==> config.mk <==
export PLATFORM = sky130hd
export DESIGN_NAME = dual_frame_tx
export DESIGN_NICKNAME = d
export VERILOG_FILES = /design/src/rtl/framer_pkg.sv /design/src/rtl/framer_edge_sync.sv /design/src/rtl/framer_lane.sv /design/src/rtl/framer_ctrl.sv /design/src/rtl/dual_frame_tx.sv
export SDC_FILE = /design/constraint.sdc
export NUM_CORES = 1
export LEC_CHECK = 0
export BUFFER_PORTS_ARGS = -buffer_cell sky130_fd_sc_hd__buf_2
export CAP_MARGIN = 20
export CORE_UTILIZATION = 40
export DETAILED_ROUTE_END_ITERATION = 10
export RECOVER_POWER = 25
export SYNTH_ARGS = -nofsm -noshare
export SYNTH_HDL_FRONTEND = slang
export SYNTH_SLANG_ARGS = --single-unit
==> constraint.sdc <==
create_clock -name clk_i -period 1.8 [get_ports clk_i]
set_input_delay 0.27 -clock clk_i [delete_from_list [all_inputs] [get_ports clk_i]]
set_output_delay 0.27 -clock clk_i [all_outputs]
set_load 0.02 [all_outputs]
==> src/rtl/framer_pkg.sv <==
package framer_pkg;
  localparam int unsigned HDR_W = 4;
  localparam logic ID_A = 1'b0;
  localparam logic ID_B = 1'b1;

  typedef struct packed {
    logic rise;
    logic fall;
  } edge_t;
endpackage

==> src/rtl/framer_edge_sync.sv <==
module framer_edge_sync #(
  parameter int unsigned STAGES  = 2,
  parameter logic        RST_VAL = 1'b1
) (
  input  logic                clk_i,
  input  logic                rst_ni,
  input  logic                d_i,
  output framer_pkg::edge_t   e_o
);
  logic [STAGES-1:0] chain_q;
  logic              prev_q;
  logic              lvl;

  generate
    if (STAGES == 1) begin : g_one
      always_ff @(posedge clk_i or negedge rst_ni) begin
        if (!rst_ni) chain_q <= RST_VAL;
        else         chain_q <= d_i;
      end
    end else begin : g_many
      always_ff @(posedge clk_i or negedge rst_ni) begin
        if (!rst_ni) chain_q <= {STAGES{RST_VAL}};
        else         chain_q <= {chain_q[STAGES-2:0], d_i};
      end
    end
  endgenerate

  assign lvl = chain_q[STAGES-1];

  always_ff @(posedge clk_i or negedge rst_ni) begin
    if (!rst_ni) prev_q <= RST_VAL;
    else         prev_q <= lvl;
  end

  assign e_o.rise = lvl & ~prev_q;
  assign e_o.fall = ~lvl & prev_q;
endmodule

==> src/rtl/framer_lane.sv <==
module framer_lane #(
  parameter int unsigned FRAME_BITS = 32
) (
  input  logic                  clk_i,
  input  logic                  rst_ni,
  input  logic                  load_i,
  input  logic                  shift_i,
  input  logic [FRAME_BITS-1:0] word_i,
  output logic                  sd_o
);
  logic [FRAME_BITS-1:0] sr_q;

  always_ff @(posedge clk_i or negedge rst_ni) begin
    if (!rst_ni)      sr_q <= '0;
    else if (load_i)  sr_q <= word_i;
    else if (shift_i) sr_q <= {sr_q[FRAME_BITS-2:0], 1'b0};
  end

  assign sd_o = sr_q[FRAME_BITS-1];
endmodule

==> src/rtl/framer_ctrl.sv <==
module framer_ctrl #(
  parameter int unsigned FRAME_BITS  = 32,
  parameter int unsigned TRACK_FALLS = 13
) (
  input  logic               clk_i,
  input  logic               rst_ni,
  input  framer_pkg::edge_t  cs_e_i,
  input  framer_pkg::edge_t  sclk_e_i,
  output logic               shift_o,
  output logic               en_o,
  output logic               track_o
);
  localparam int unsigned CNT_W = $clog2(FRAME_BITS + 1);

  logic             active_q;
  logic [CNT_W-1:0] fcnt_q, rcnt_q;

  // cs_e_i.fall is chip select going low (frame start)
  assign shift_o = active_q & sclk_e_i.fall & ~cs_e_i.fall & ~cs_e_i.rise
                 & (fcnt_q < CNT_W'(FRAME_BITS));

  always_ff @(posedge clk_i or negedge rst_ni) begin
    if (!rst_ni) begin
      active_q <= 1'b0;
      fcnt_q   <= '0;
      rcnt_q   <= '0;
      en_o     <= 1'b0;
      track_o  <= 1'b1;
    end else if (cs_e_i.fall) begin
      active_q <= 1'b1;
      fcnt_q   <= '0;
      rcnt_q   <= '0;
      en_o     <= 1'b1;
      track_o  <= 1'b0;
    end else if (cs_e_i.rise) begin
      active_q <= 1'b0;
      en_o     <= 1'b0;
      track_o  <= 1'b1;
    end else if (active_q) begin
      if (shift_o) fcnt_q <= fcnt_q + 1'b1;
      if (sclk_e_i.rise) begin
        if (rcnt_q < CNT_W'(FRAME_BITS)) rcnt_q <= rcnt_q + 1'b1;
        if (rcnt_q == CNT_W'(FRAME_BITS - 1)) en_o <= 1'b0;
        if (fcnt_q >= CNT_W'(TRACK_FALLS)) track_o <= 1'b1;
      end
    end
  end
endmodule

==> src/rtl/dual_frame_tx.sv <==
module dual_frame_tx #(
  parameter int unsigned DATA_W      = 12,
  parameter int unsigned SYNC_STAGES = 2,
  parameter int unsigned TRACK_FALLS = 13
) (
  input  logic              clk_i,
  input  logic              rst_ni,
  input  logic              cs_ni,
  input  logic              sclk_i,
  input  logic              range_i,
  input  logic              chan_i,
  input  logic [DATA_W-1:0] res_a_i,
  input  logic [DATA_W-1:0] res_b_i,
  output logic              sd_a_o,
  output logic              sd_a_oe_o,
  output logic              sd_b_o,
  output logic              sd_b_oe_o,
  output logic              track_o
);
  import framer_pkg::*;

  localparam int unsigned WORD_W     = DATA_W + HDR_W;
  localparam int unsigned FRAME_BITS = 2 * WORD_W;

  edge_t cs_e, sclk_e;
  logic  cs_fall, cs_rise, sclk_fall;
  logic  shift, en, range_q;
  logic  [WORD_W-1:0] word [2];
  logic  [1:0] sd;

  framer_edge_sync #(.STAGES(SYNC_STAGES), .RST_VAL(1'b1)) u_cs_sync (
    .clk_i(clk_i), .rst_ni(rst_ni), .d_i(cs_ni), .e_o(cs_e)
  );
  framer_edge_sync #(.STAGES(SYNC_STAGES), .RST_VAL(1'b1)) u_sclk_sync (
    .clk_i(clk_i), .rst_ni(rst_ni), .d_i(sclk_i), .e_o(sclk_e)
  );

  assign cs_fall   = cs_e.fall;
  assign cs_rise   = cs_e.rise;
  assign sclk_fall = sclk_e.fall;

  framer_ctrl #(.FRAME_BITS(FRAME_BITS), .TRACK_FALLS(TRACK_FALLS)) u_ctrl (
    .clk_i(clk_i), .rst_ni(rst_ni), .cs_e_i(cs_e), .sclk_e_i(sclk_e),
    .shift_o(shift), .en_o(en), .track_o(track_o)
  );

  // range bit reports the level captured at the previous frame start
  always_ff @(posedge clk_i or negedge rst_ni) begin
    if (!rst_ni)      range_q <= 1'b0;
    else if (cs_fall) range_q <= range_i;
  end

  assign word[0] = {1'b0, range_q, chan_i, ID_A, res_a_i};
  assign word[1] = {1'b0, range_q, chan_i, ID_B, res_b_i};

  generate
    for (genvar g = 0; g < 2; g++) begin : g_lane
      framer_lane #(.FRAME_BITS(FRAME_BITS)) u_lane (
        .clk_i(clk_i), .rst_ni(rst_ni), .load_i(cs_fall), .shift_i(shift),
        .word_i({word[g], word[1-g]}), .sd_o(sd[g])
      );
    end
  endgenerate

  assign sd_a_o    = sd[0];
  assign sd_b_o    = sd[1];
  assign sd_a_oe_o = en;
  assign sd_b_oe_o = en;
endmodule

# Word level (Yosys, flattened, before mapping)
# Index checks and enable logic that the tools add are counted.
op_classes:
  n_addsub: 2
  magnitude_cmp: 3
  eq_ne: 2
  mux: 25
  bitwise_logic: 14
  n_reduce_logical: 13
op_table:
  columns: ["op", "n"]
  rows:
  - ["2-to-1 mux 32 bit", 4]
  - ["2-to-1 mux 6 bit", 9]
  - ["adder 6 x 1 -> 6 bit (second input constant)", 2]
  - ["< comparator 6 bit (second input constant)", 2]
  - ["2-to-1 mux 1 bit", 12]
  - ["nonzero test 3 bit", 4]
  - ["nonzero test 2 bit", 5]
  - ["AND reduction 3 bit", 3]
  - ["AND 1 bit", 8]
  - ["== test 6 x 5 -> 1 bit (second input constant)", 1]
  - [">= comparator 6 x 4 -> 1 bit (second input constant)", 1]
  - ["inverter 1 bit", 6]
  - ["AND reduction 4 bit", 1]
  - ["inequality test 2 bit (second input constant)", 1]
totals:
  reg_bits: 86
  inputBits: 30
  output_inout_bits: 5
  elab_cells: 71

# Longest topological paths before layout
# Gate-level depths: netlist (run 1).
depth:
  depth_word: 10
  depth_mapped: 8
  depth_no_buf: 6

# Cells and area by module
# From an unflattened synthesis (run 1), not the netlist that was laid out.
hier_totals:
  cells_unflattened: 368
  area_unflattened_um2: 4058.9
modules_own_cells:
  columns: ["mod", "instances", "cells_each", "area_per_inst_um2"]
  rows:
  - ["framer_lane", 2, 139, 1512.7]
  - ["framer_ctrl", 1, 75, 790.8]
  - ["framer_edge_sync", 2, 5, 93.8]
  - ["dual_frame_tx", 1, 5, 55.1]

# Worst setup path after synthesis (run 1)
# OpenSTA, ideal clock, no wires.
synth_timing:
  path_kind: "reg-to-reg"
  start: "register u_cs_sync.prev_q"
  end: "register g_lane[0].u_lane.sr_q[27]"
  setup_ps: 86
  t_arrival_ps: 1512
  required_time_ps: 1714
  setup_slack_ps: 202
  path_stages_with_launch: 6
  path_cell_list: "dfstp_2 -> ha_1 -> clkbuf_1 -> clkbuf_1 -> nor3_1 -> nor3_1"
synth_between:
  elab_chain_len: 6
synth_lines:
  columns: ["element", "line", "rtl"]
  rows:
  - ["start: declaration", "framer_edge_sync.sv:11", "logic prev_q;"]
  - ["start signal: assignment", "framer_edge_sync.sv:32", "else prev_q <= lvl;"]
  - ["AND 1 bit (*)", "framer_edge_sync.sv:36", "assign e_o.fall = ~lvl & prev_q;"]
  - ["via g_lane[0].u_lane.load_i", "framer_lane.sv:6", "input logic load_i,"]
  - ["inverter 1 bit", "framer_ctrl.sv:19", "assign shift_o = active_q & sclk_e_i.fall & ~cs_e_i.fall & ~cs_e_i.rise"]
  - ["AND 1 bit (2 in series)", "framer_ctrl.sv:19", null]
  - ["AND 1 bit", "framer_ctrl.sv:20", "& (fcnt_q < CNT_W'(FRAME_BITS));"]
  - ["nonzero test 2 bit (no line)", null, null]
  - ["end signal: assignment", "framer_lane.sv:15", "else if (load_i) sr_q <= word_i;"]
  - ["end signal: assignment", "framer_lane.sv:16", "else if (shift_i) sr_q <= {sr_q[FRAME_BITS-2:0], 1'b0};"]
  - ["end: declaration", "framer_lane.sv:11", "logic [FRAME_BITS-1:0] sr_q;"]
# The timed path passes the listed nets; every way through them passes the cells marked *.
# A chain may end at the register's enable or synchronous reset.

# Worst setup path after layout (run 1)
layout_timing:
  start: "register u_cs_sync.prev_q"
  end: "register g_lane[1].u_lane.sr_q[14]"
layout_between:
  elab_chain_len: 6
layout_lines:
  columns: ["element", "line"]
  rows:
  - ["AND 1 bit or inverter 1 bit (tied branches)", "framer_edge_sync.sv:36, framer_edge_sync.sv:35"]
  - ["inverter 1 bit or AND 1 bit (tied branches)", "framer_ctrl.sv:19, framer_edge_sync.sv:35"]
  - ["AND 1 bit or inverter 1 bit (tied branches)", "framer_ctrl.sv:19"]
  - ["AND 1 bit", "framer_ctrl.sv:19"]
  - ["AND 1 bit", "framer_ctrl.sv:20"]
  - ["nonzero test 2 bit (no line)", null]
  - ["end signal: assignment", "framer_lane.sv:15"]
  - ["end signal: assignment", "framer_lane.sv:16"]
  - ["end: declaration", "framer_lane.sv:11"]
# Several ways; a longest one is shown, not always the timed one.

==> impl_metrics.json, run 1 <==
{
  "post-place-ws_ps": 47.0,
  "ys_types": 35,
  "critPathArrivalTime_ps": 1920,
  "slew_violations": 0,
  "fin_nets": 476,
  "cts_tree": "done",
  "ios": 35,
  "die_width_um": 99.9,
  "maxCapViolations": 0,
  "start_kind": "flip-flop",
  "nFillCells": 903,
  "cts_sinks": 86,
  "yosysWarnings": 0,
  "cp_max_fo": 23,
  "setup-tns-final_ps": 0,
  "yosys.area.top_type": "dfrtp_1",
  "die-area_um2": 9980,
  "drt_wl_total_um": 7720,
  "ff2ff_path_depth": 7,
  "slowest_stage": "dfstp_2",
  "dieHeight_um": 99.9,
  "grtUsageTotal_pct": 16.6,
  "worst-setup-path-type": "reg -> reg",
  "worst-path-stages": 7,
  "synthFlopType": "dfrtp_1",
  "cts_made_buffers": 9,
  "crit_top_cell": "a21oi_1",
  "drive_above_1_share_pct": 18.2,
  "yosys.area.top_type_share_pct": 51.6,
  "yosysSeqAreaShare_pct": 56.4,
  "status": "finished, final reports clean",
  "syn_avg_cell_area_um2": 9.47,
  "p_switching_mw": 1.19,
  "internal_power_mw": 3.16,
  "clkLatencyLatePin_ps": 350,
  "grt_max_degree": 55,
  "p_clk_share_pct": 31.6,
  "cts_buffer_depth": 2,
  "h-tree-depth": 3,
  "antennaDiodeCount": 0,
  "synth.most_common_cell": "a21oi_1",
  "root_buffer": "clkbuf_8",
  "cp-end-kind": "flip-flop",
  "max_stage_delay_ps": 560,
  "first_pass_iters": 5,
  "path_cells": "inv_1, ha_1, inv_2, and2_4, buf_12, a21oi_1, a21oi_1",
  "cp.required_ps": 2070,
  "crit_buf_inv": 3,
  "port-buffer-count": 34,
  "finalHoldViolCount": 0,
  "yosys-top-cells-area": "dfrtp_1, a21oi_1, nand2_1",
  "clock_skew_ps": 6.85,
  "async_flop_share_pct": 100,
  "peakVddDrop_v": 0.000357,
  "setup_viol": 0,
  "maxSlewHeadroom_pct": 51.9,
  "antenna_found_initial": 0,
  "rsz0062_at_grt": "false",
  "fin_ws_ps": 145,
  "p_sw_share_pct": 27.4,
  "first_global_vias": 2786,
  "syn_nets": 441,
  "syn_inst": 405,
  "viasPerCell": 5.08,
  "grt_first_pass_wirelength_um": 13200,
  "syn_to_final_growth_pct": 16.2,
  "holdPathStages": 1,
  "clk_pin_slew_ps": 90,
  "period_share_pct": 92.0,
  "critPathTopFamily": "flip-flops",
  "leakage_nw": 2.03,
  "rows": 35,
  "overflow": 0,
  "ant_nets": 0,
  "fmaxAchievable_mhz": 604,
  "place_hpwl_um": 4850,
  "fp.coreArea_um2": 9280,
  "globalplace.congestion": 0.725,
  "worstMarginPinSlew_ps": 722,
  "min_path_type": "in -> reg",
  "start_util_pct": 41.3,
  "synth_commonest_cells": "a21oi_1, dfrtp_1, nand2_1, nor2b_1, nor3_1",
  "drt_iter0_markers": 108,
  "wl_per_cell_um": 13.5,
  "power_frac_comb_pct": 13.9,
  "synth_edf_count": 0,
  "power_density_nw_per_um2": 977,
  "seq_power_share_pct": 54.6,
  "ys_ff_latch": 86,
  "period_needed_ps": 1660,
  "vias": 2916,
  "drc": 0,
  "synth_area_um2": 3830
}
## registers in the layout (all words and copies together) (netlist names), 2 cells and up
| signal | cells |
|---|---|
| u_sclk_sync.chain_q | 2 |
| u_ctrl.fcnt_q | 6 |
| u_cs_sync.chain_q | 2 |
| u_ctrl.rcnt_q | 6 |
| g_lane.u_lane.sr_q | 64 |
## worst reg2reg max path, delay by kind of cell (launching register included)
kind,cells,cell delay (ps)
flops,1,560
buf+inv,3,330
compound gates,2,270
fa+ha+maj,1,210
simple gates,1,200
## repair_timing
action | 4_1_cts | 5_1_grt
resized for setup | 0 | 4
hold buffers | 2 | 0
endpoints found under the hold margin | 10 | 0
setup buffers | 0 | 0
setup endpoints to repair | 0 | 58
## area by class of cell
type	instances	area [µm²]	share of cell area (%)
sequential	86	2160	48.5
multi-input combinational	285	1530	34.3
timing repair buffer	52	380	8.54
tap	129	161	3.62
clock buffer	11	141	3.17
clock inverter	5	58.8	1.32
inverter	6	22.5	0.506
## cell usage in the layout (no fill, tap or decap), drive strengths merged, types with 2 or more instances in the layout
cell type / instances
a21oi: 106
and2: 2
and3: 3
and4bb: 2
buf: 48
clkbuf: 13
clkinv: 2
clkinvlp: 2
dfrtp: 79
dfstp: 7
dlygate4sd3: 2
ha: 6
inv: 6
mux2: 3
mux2i: 3
nand2: 79
nand2b: 2
nand3b: 2
nor2: 10
nor2b: 27
nor3: 16
o211ai: 2
o21ai: 8
xor2: 2
## layer usage
| layer | up-vias | routed length, µm | global-route usage, % |
|---|---|---|---|
| met4 | 0 | 97 | 6.11 |
| met2 | 56 | 3450 | 25.3 |
| met3 | 9 | 278 | 3.34 |
| li1 | 1445 | - | - |
| met1 | 1406 | 3900 | 23.6 |
| met5 | - | 0 | 0 |
## through the flow
step	cells	util, %	power, mW	hold WS (ps)	area (µm²)
5_1_grt	574	48.0	4.60	6.92	4450
6_report	574	48.0	4.35	18.9	4450
3_3_place_gp	555	45.3	2.99	127	4200
4_1_cts	573	47.6	4.40	3.54	4420
3_5_place_dp	555	45.3	3.01	128	4200
2_1_floorplan	405	-	2.79	-25.6	3830
## worst paths after layout
| path | slack [ps] | endpoint | from |
|---|---|---|---|
| max | 140 | g_lane[1].u_lane.sr_q[14] | u_cs_sync.prev_q |
| min | 20 | u_cs_sync.chain_q[0] | cs_ni |
| max reg2reg | 140 | g_lane[1].u_lane.sr_q[14] | u_cs_sync.prev_q |
| min reg2reg | 360 | u_sclk_sync.chain_q[1] | u_sclk_sync.chain_q[0] |
| max in group asynchronous | 480 | u_cs_sync.chain_q[0] | rst_ni |
| min in group asynchronous | 490 | u_ctrl.rcnt_q[2] | rst_ni |
## cell families (layout without fill, tap and decap cells)
kind of cell               count (synthesis)  count (layout)  synth area share, %
AOI/OAI and AO/OA                        125             125                 17.2
buffers and inverters                     34              74                 4.34
DFF                                       86              86                 56.4
adders and majority gates                  6               6                 1.96
and+or+nand+nor                          146             146                 18.0
muxes                                      6               6                 1.66
xor gates and xnor gates                   2               2                0.457
## power by group through the flow
stage	Combinational (mW)	Clock [mW]	Sequential, mW
after detailed placement	0.603	0	2.41
after CTS	0.609	1.41	2.37
final	0.603	1.37	2.37
after floorplan	0.412	0	2.38
after global routing	0.705	1.48	2.42
after global placement	0.584	0	2.41
Power figures use the tool's default switching activity.
==> inputs of run 2 (changes only) <==
--- a/config.mk
+++ b/config.mk
@@ -12,4 +12,5 @@
 export RECOVER_POWER = 25
 export SYNTH_ARGS = -nofsm -noshare
 export SYNTH_HDL_FRONTEND = slang
+export SYNTH_HIERARCHICAL = 1
 export SYNTH_SLANG_ARGS = --single-unit
==> run 2 against run 1 <==
Sequential cell count stayed put. Critical endpoint is now g_lane[1].u_lane/sr_q[16]. Clock skew is 3.8 ps higher. Combinational power is 17% higher.
==> impl_metrics.json, run 2 <==
{
  "ios": 35,
  "setup_viol": 0,
  "yosys.area.top_type_share_pct": 48.7,
  "min_path_type": "in -> reg",
  "cts_tree": "done",
  "async_flop_share_pct": 100,
  "cp.required_ps": 2070,
  "overflow": 0,
  "root_buffer": "clkbuf_8",
  "die-area_um2": 10600,
  "synth_compound_area_share_pct": 10.9,
  "viasPerCell": 4.85,
  "port-buffer-count": 34,
  "mostFrequentLayoutCells": "dfrtp_1, nand2_1, mux2i_1",
  "fin_nets": 453,
  "drc": 0,
  "synth_area_um2": 4060,
  "synthXorXnorAreaFrac_pct": 0.432,
  "clk_pin_slew_ps": 90,
  "setup-tns-final_ps": 0,
  "first_pass_iters": 4,
  "nFillCells": 966,
  "synth_edf_count": 0,
  "synth-simple-area-share_pct": 10.8,
  "grt_first_pass_wirelength_um": 11800,
  "start_kind": "flip-flop",
  "synth_commonest_cells": "dfrtp_1, nand2_1, mux2i_1, o21ai_1, buf_2",
  "ant_nets": 0,
  "grtUsageTotal_pct": 14.5,
  "worstMarginPinSlew_ps": 782,
  "yosysWarnings": 6,
  "power_density_nw_per_um2": 932,
  "yosysSeqAreaShare_pct": 53.2,
  "fp.coreArea_um2": 9820,
  "clkLatencyLatePin_ps": 350,
  "slew_violations": 0,
  "syn_inst": 368,
  "wl_per_cell_um": 13.3,
  "top_regs": "g_lane.u_lane/sr_q (64), u_ctrl/fcnt_q (6), u_ctrl/rcnt_q (6)",
  "first_global_vias": 2635,
  "cp-end-kind": "flip-flop",
  "yosys.area.top_type": "dfrtp_1",
  "start_util_pct": 41.3,
  "rsz0062_at_grt": "true",
  "drive_above_1_share_pct": 24.1,
  "ys_types": 42,
  "dieHeight_um": 103,
  "globalplace.congestion": 0.769,
  "whs_ps": 139,
  "cts_made_buffers": 9,
  "h-tree-depth": 3,
  "antenna_found_initial": 0,
  "muxShareOfSynthArea_pct": 16.7,
  "yosys-top-cells-area": "dfrtp_1, mux2i_1, o21ai_1",
  "final_core_util_pct": 49.6,
  "period_needed_ps": 1790,
  "yosys.area_share.adder_pct": 1.23,
  "synth.most_common_cell": "dfrtp_1",
  "place_hpwl_um": 4540,
  "drt_wl_total_um": 7420,
  "fin_area_um2": 4870,
  "top_register": "g_lane.u_lane/sr_q",
  "largest_reg_flops": 64,
  "top_layer": "met4",
  "die_width_um": 103,
  "antennaDiodeCount": 0,
  "placed_area_um2": 4350,
  "grt_max_degree": 118,
  "period_share_pct": 99.4,
  "wl_met3_um": 238,
  "peakVddDrop_v": 0.000443,
  "maxSlewHeadroom_pct": 47.9,
  "clock_skew_ps": 10.7,
  "status": "finished, final reports clean",
  "critPathArrivalTime_ps": 2060,
  "met1_length_um": 3720,
  "final_common_cell": "dfrtp_1",
  "wl_met2_um": 3380,
  "syn_to_final_growth_pct": 20.1,
  "rows": 36,
  "syn_avg_cell_area_um2": 11.0,
  "vias": 2704,
  "cp_max_fo": 5,
  "finalHoldViolCount": 0,
  "maxCapViolations": 0,
  "cts_sinks": 86,
  "fmaxAchievable_mhz": 559,
  "worst-setup-path-type": "reg -> reg",
  "synth_top_family_by_area": "multiplexers",
  "ys_ff_latch": 86,
  "synthFlopType": "dfrtp_1",
  "leakage_nw": 2.05,
  "drt_iter0_markers": 66,
  "cts_buffer_depth": 2
}
-- run 2: cell types whose count changed after synthesis, sizes merged, moves of 3 or more --
cell	change
buf	+6
and3	-3
nand2	-14
clkbuf	-7
mux2i	+61
a21oi	-103
o21ai	+57
nor2b	-23
nor3	-16
-- run 2: cells by family after synthesis --
kind of cell | Yosys count
AOI/OAI and AO/OA | 78
xor gates and xnor gates | 2
adders and majority gates | 4
buffers and inverters | 33
DFF | 86
muxes | 67
other | 2
and+or+nand+nor | 96
-- run 2: area by class of cell --
type / instances / area (µm²) / share of cell area (%)
timing repair buffer: 61 / 581 / 11.9
multi-input combinational: 255 / 1720 / 35.4
inverter: 6 / 22.5 / 0.462
tap: 133 / 166 / 3.41
clock inverter: 3 / 40.0 / 0.822
clock buffer: 13 / 179 / 3.67
sequential: 86 / 2160 / 44.3
-- run 2: worst paths after layout --
kind,start,endpoint,slack (ps),cells after the start
worst max register to register,u_sclk_sync/chain_q[1],g_lane[1].u_lane/sr_q[16],10,7
worst min register to register,u_cs_sync/chain_q[0],u_cs_sync/chain_q[1],360,0
worst min-delay path,res_a_i[6],g_lane[1].u_lane/sr_q[6],140,3
min in group asynchronous,rst_ni,g_lane[1].u_lane/sr_q[5],530,2
max in group asynchronous,rst_ni,u_sclk_sync/chain_q[1],480,3
worst max-delay path,u_sclk_sync/chain_q[1],g_lane[1].u_lane/sr_q[16],10,7
-- run 2: timing repair --
item,in CTS,in global routing
endpoints found under the setup margin,0,38
endpoints found under the hold margin,29,0
gates resized for setup,0,12
buffers inserted,0,6
hold buffers,3,0
-- run 2: through the flow --
stage | std cells | setup slack [ps] | power, mW
finish | 557 | 11.2 | 4.54
global route | 557 | -70.2 | 4.79
CTS | 544 | 5.96 | 4.53
detailed placement | 525 | 32.8 | 3.06
global placement | 525 | 32.1 | 3.03
floorplan | 374 | -13.0 | 2.85
-- run 2: critical path, stage by stage, from the launching register on --
cell and delay (ps):
dfstp_2 540, and2b_2 200, and4bb_2 230, and2_4 160
buf_6 140, buf_12 140, mux2i_4 180, o21ai_2 130
-- run 2: per-layer routing --
metal | vias up | track usage, %
met5 | - | 0
met4 | 0 | 4.23
met3 | 10 | 4.81
met2 | 35 | 23.2
met1 | 1297 | 18.6
li1 | 1362 | -
-- run 2: power by group --
group	switching (mW)	leakage, nW	internal (mW)	total [mW]
combinational	0.350	0.876	0.359	0.708
clock	0.659	0.115	0.789	1.45
sequential	0.178	1.06	2.21	2.39
total	1.19	2.05	3.36	4.54
==> inputs of run 3 (changes only) <==
--- a/config.mk
+++ b/config.mk
@@ -7,8 +7,10 @@
 export LEC_CHECK = 0
 export BUFFER_PORTS_ARGS = -buffer_cell sky130_fd_sc_hd__buf_2
 export CAP_MARGIN = 20
-export CORE_UTILIZATION = 40
+export CORE_ASPECT_RATIO = 0.7
+export CORE_UTILIZATION = 59
 export DETAILED_ROUTE_END_ITERATION = 10
+export PLACE_DENSITY = 0.79
 export RECOVER_POWER = 25
 export SYNTH_ARGS = -nofsm -noshare
 export SYNTH_HDL_FRONTEND = slang
==> run 3 against run 2 <==
The flow now finishes with violations (negative setup slack). First-iteration DRC count grew to 2.5 times the previous value. Combinational power is 3.1% higher. Sequential power hardly changed. Non-clock buffer count is 4 lower. Critical path depth is 1 lower. Register-to-register slack worse by 50 ps. Die area is 32% lower. Fmax is 2.6% lower. Cell area is 2.2% lower. Total power is 0.47% lower.
==> impl_metrics.json, run 3 (synthesis results as in run 2) <==
{
  "top_regs": "g_lane.u_lane/sr_q (64), u_ctrl/fcnt_q (6), u_ctrl/rcnt_q (6)",
  "start_kind": "flip-flop",
  "clock_skew_ps": 9.55,
  "drive_above_1_share_pct": 24.6,
  "wl_per_cell_um": 14.9,
  "drt_iter0_markers": 168,
  "path_cells": "nor2b_4, and4bb_2, and2_4, clkbuf_16, mux2i_1, o21ai_1",
  "power.total_mw": 4.52,
  "p_sw_share_pct": 28.0,
  "period_needed_ps": 1840,
  "overflow": 0,
  "root_buffer": "clkbuf_8",
  "worstMarginPinSlew_ps": 948,
  "leakage_nw": 2.02,
  "first_pass_iters": 4,
  "max_stage_delay_ps": 560,
  "rsz0062_at_grt": "true",
  "globalplace.congestion": 0.768,
  "port-buffer-count": 34,
  "antenna_found_initial": 0,
  "die-area_um2": 7220,
  "slew_violations": 0,
  "finalHoldViolCount": 0,
  "grtUsageTotal_pct": 21.6,
  "syn_to_final_growth_pct": 17.5,
  "h-tree-depth": 3,
  "rows": 24,
  "worst-setup-path-type": "reg -> reg",
  "grt_first_pass_wirelength_um": 11900,
  "grt_max_degree": 94,
  "p_clk_share_pct": 30.8,
  "first_global_vias": 2603,
  "cts_buffer_depth": 2,
  "setup_viol": 2,
  "peakVddDrop_v": 0.000668,
  "post-place-ws_ps": -38.7,
  "antennaDiodeCount": 0,
  "cp.required_ps": 2040,
  "crit_buf_inv": 1,
  "fp.coreArea_um2": 6430,
  "power_frac_comb_pct": 16.1,
  "violations": "negative setup slack",
  "seq_power_share_pct": 53.0,
  "cts_sinks": 86,
  "period_share_pct": 102,
  "critPathTopFamily": "simple AND/OR/NAND/NOR gates",
  "whs_ps": 124,
  "min_path_type": "in -> reg",
  "cts_tree": "done",
  "final_common_cell": "dfrtp_1",
  "fin_nets": 451,
  "slowest_stage": "dfstp_2",
  "top_register": "g_lane.u_lane/sr_q",
  "vias": 2734,
  "start_util_pct": 63.2,
  "ios": 35,
  "power_density_nw_per_um2": 948,
  "place_hpwl_um": 4540,
  "critPathArrivalTime_ps": 2080,
  "largest_reg_flops": 64,
  "cts_made_buffers": 9,
  "fmaxAchievable_mhz": 545,
  "clk_pin_slew_ps": 90,
  "dieHeight_um": 71.4,
  "die_width_um": 101,
  "fin_ws_ps": -35.6,
  "cp_max_fo": 6,
  "maxSlewHeadroom_pct": 36.8,
  "cp-end-kind": "flip-flop",
  "mostFrequentLayoutCells": "dfrtp_1, nand2_1, mux2i_1",
  "p_switching_mw": 1.27,
  "drt_wl_total_um": 7650,
  "internal_power_mw": 3.26,
  "setup-tns-final_ps": -48.9,
  "maxCapViolations": 0,
  "drc": 0,
  "ant_nets": 0,
  "clkLatencyLatePin_ps": 360,
  "viasPerCell": 5.33,
  "status": "finished with violations"
}
==> run 3: area by class of cell <==
class | count | area (µm²)
clock inverter | 6 | 68.8
tap | 91 | 114
fill | 485 | 1660
inverter | 6 | 22.5
timing repair buffer | 57 | 498
multi-input combinational | 257 | 1770
sequential | 86 | 2160
clock buffer | 10 | 138
==> run 3: path summary, 6_finish.rpt <==
kind / endpoint / from / slack (ps) / depth (start not counted)
max in group asynchronous: g_lane[1].u_lane/sr_q[28] / rst_ni / 280 / 3
max reg2reg: g_lane[0].u_lane/sr_q[8] / u_cs_sync/prev_q / -40 / 6
min: g_lane[1].u_lane/sr_q[26] / res_b_i[10] / 120 / 3
min reg2reg: u_cs_sync/chain_q[1] / u_cs_sync/chain_q[0] / 360 / 0
max: g_lane[0].u_lane/sr_q[8] / u_cs_sync/prev_q / -40 / 6
min in group asynchronous: u_ctrl/fcnt_q[3] / rst_ni / 560 / 2
==> run 3: layer usage <==
| layer | part of all wire, % | GRT usage, % | vias to the layer above |
|---|---|---|---|
| met1 | 49 | 30.1 | 1303 |
| met4 | 1.1 | 8.21 | 0 |
| li1 | - | - | 1362 |
| met5 | 0 | 0 | - |
| met2 | 45 | 32.4 | 63 |
| met3 | 4.9 | 6.34 | 6 |
==> run 3: worst reg2reg max path, delay by kind of cell, from the launching register on <==
family                 cells  cell delay (ps)
AO/OA/AOI/OAI              1              100
buffers and inverters      1              190
flip-flops                 1              560
multiplexers               1              230
AND/OR/NAND/NOR            3              640
==> run 3: per-stage QoR <==
stage,instance area [µm²],utilization (%),std cells
after global placement,4290,66.8,484
after global routing,4770,74.2,513
after detailed placement,4290,66.8,484
after floorplan,4100,-,374
final,4770,74.2,513
after CTS,4550,70.8,503
==> run 3: repair_timing <==
action                                  CTS  global route
pin swaps                                 1             7
cloned                                    0             9
endpoints found under the setup margin    3            47
gates resized for setup                   3            15
hold buffers                              3             0
endpoints found under the hold margin    15             0
buffers inserted                          0             1
==> run 3: power by group through the flow <==
stage               Clock [mW]  Combinational (mW)  Sequential (mW)
finish                    1.39               0.730             2.40
CTS                       1.42               0.663             2.38
global placement             0               0.614             2.40
global route              1.50               0.813             2.43
floorplan                    0               0.479             2.37
detailed placement           0               0.648             2.41
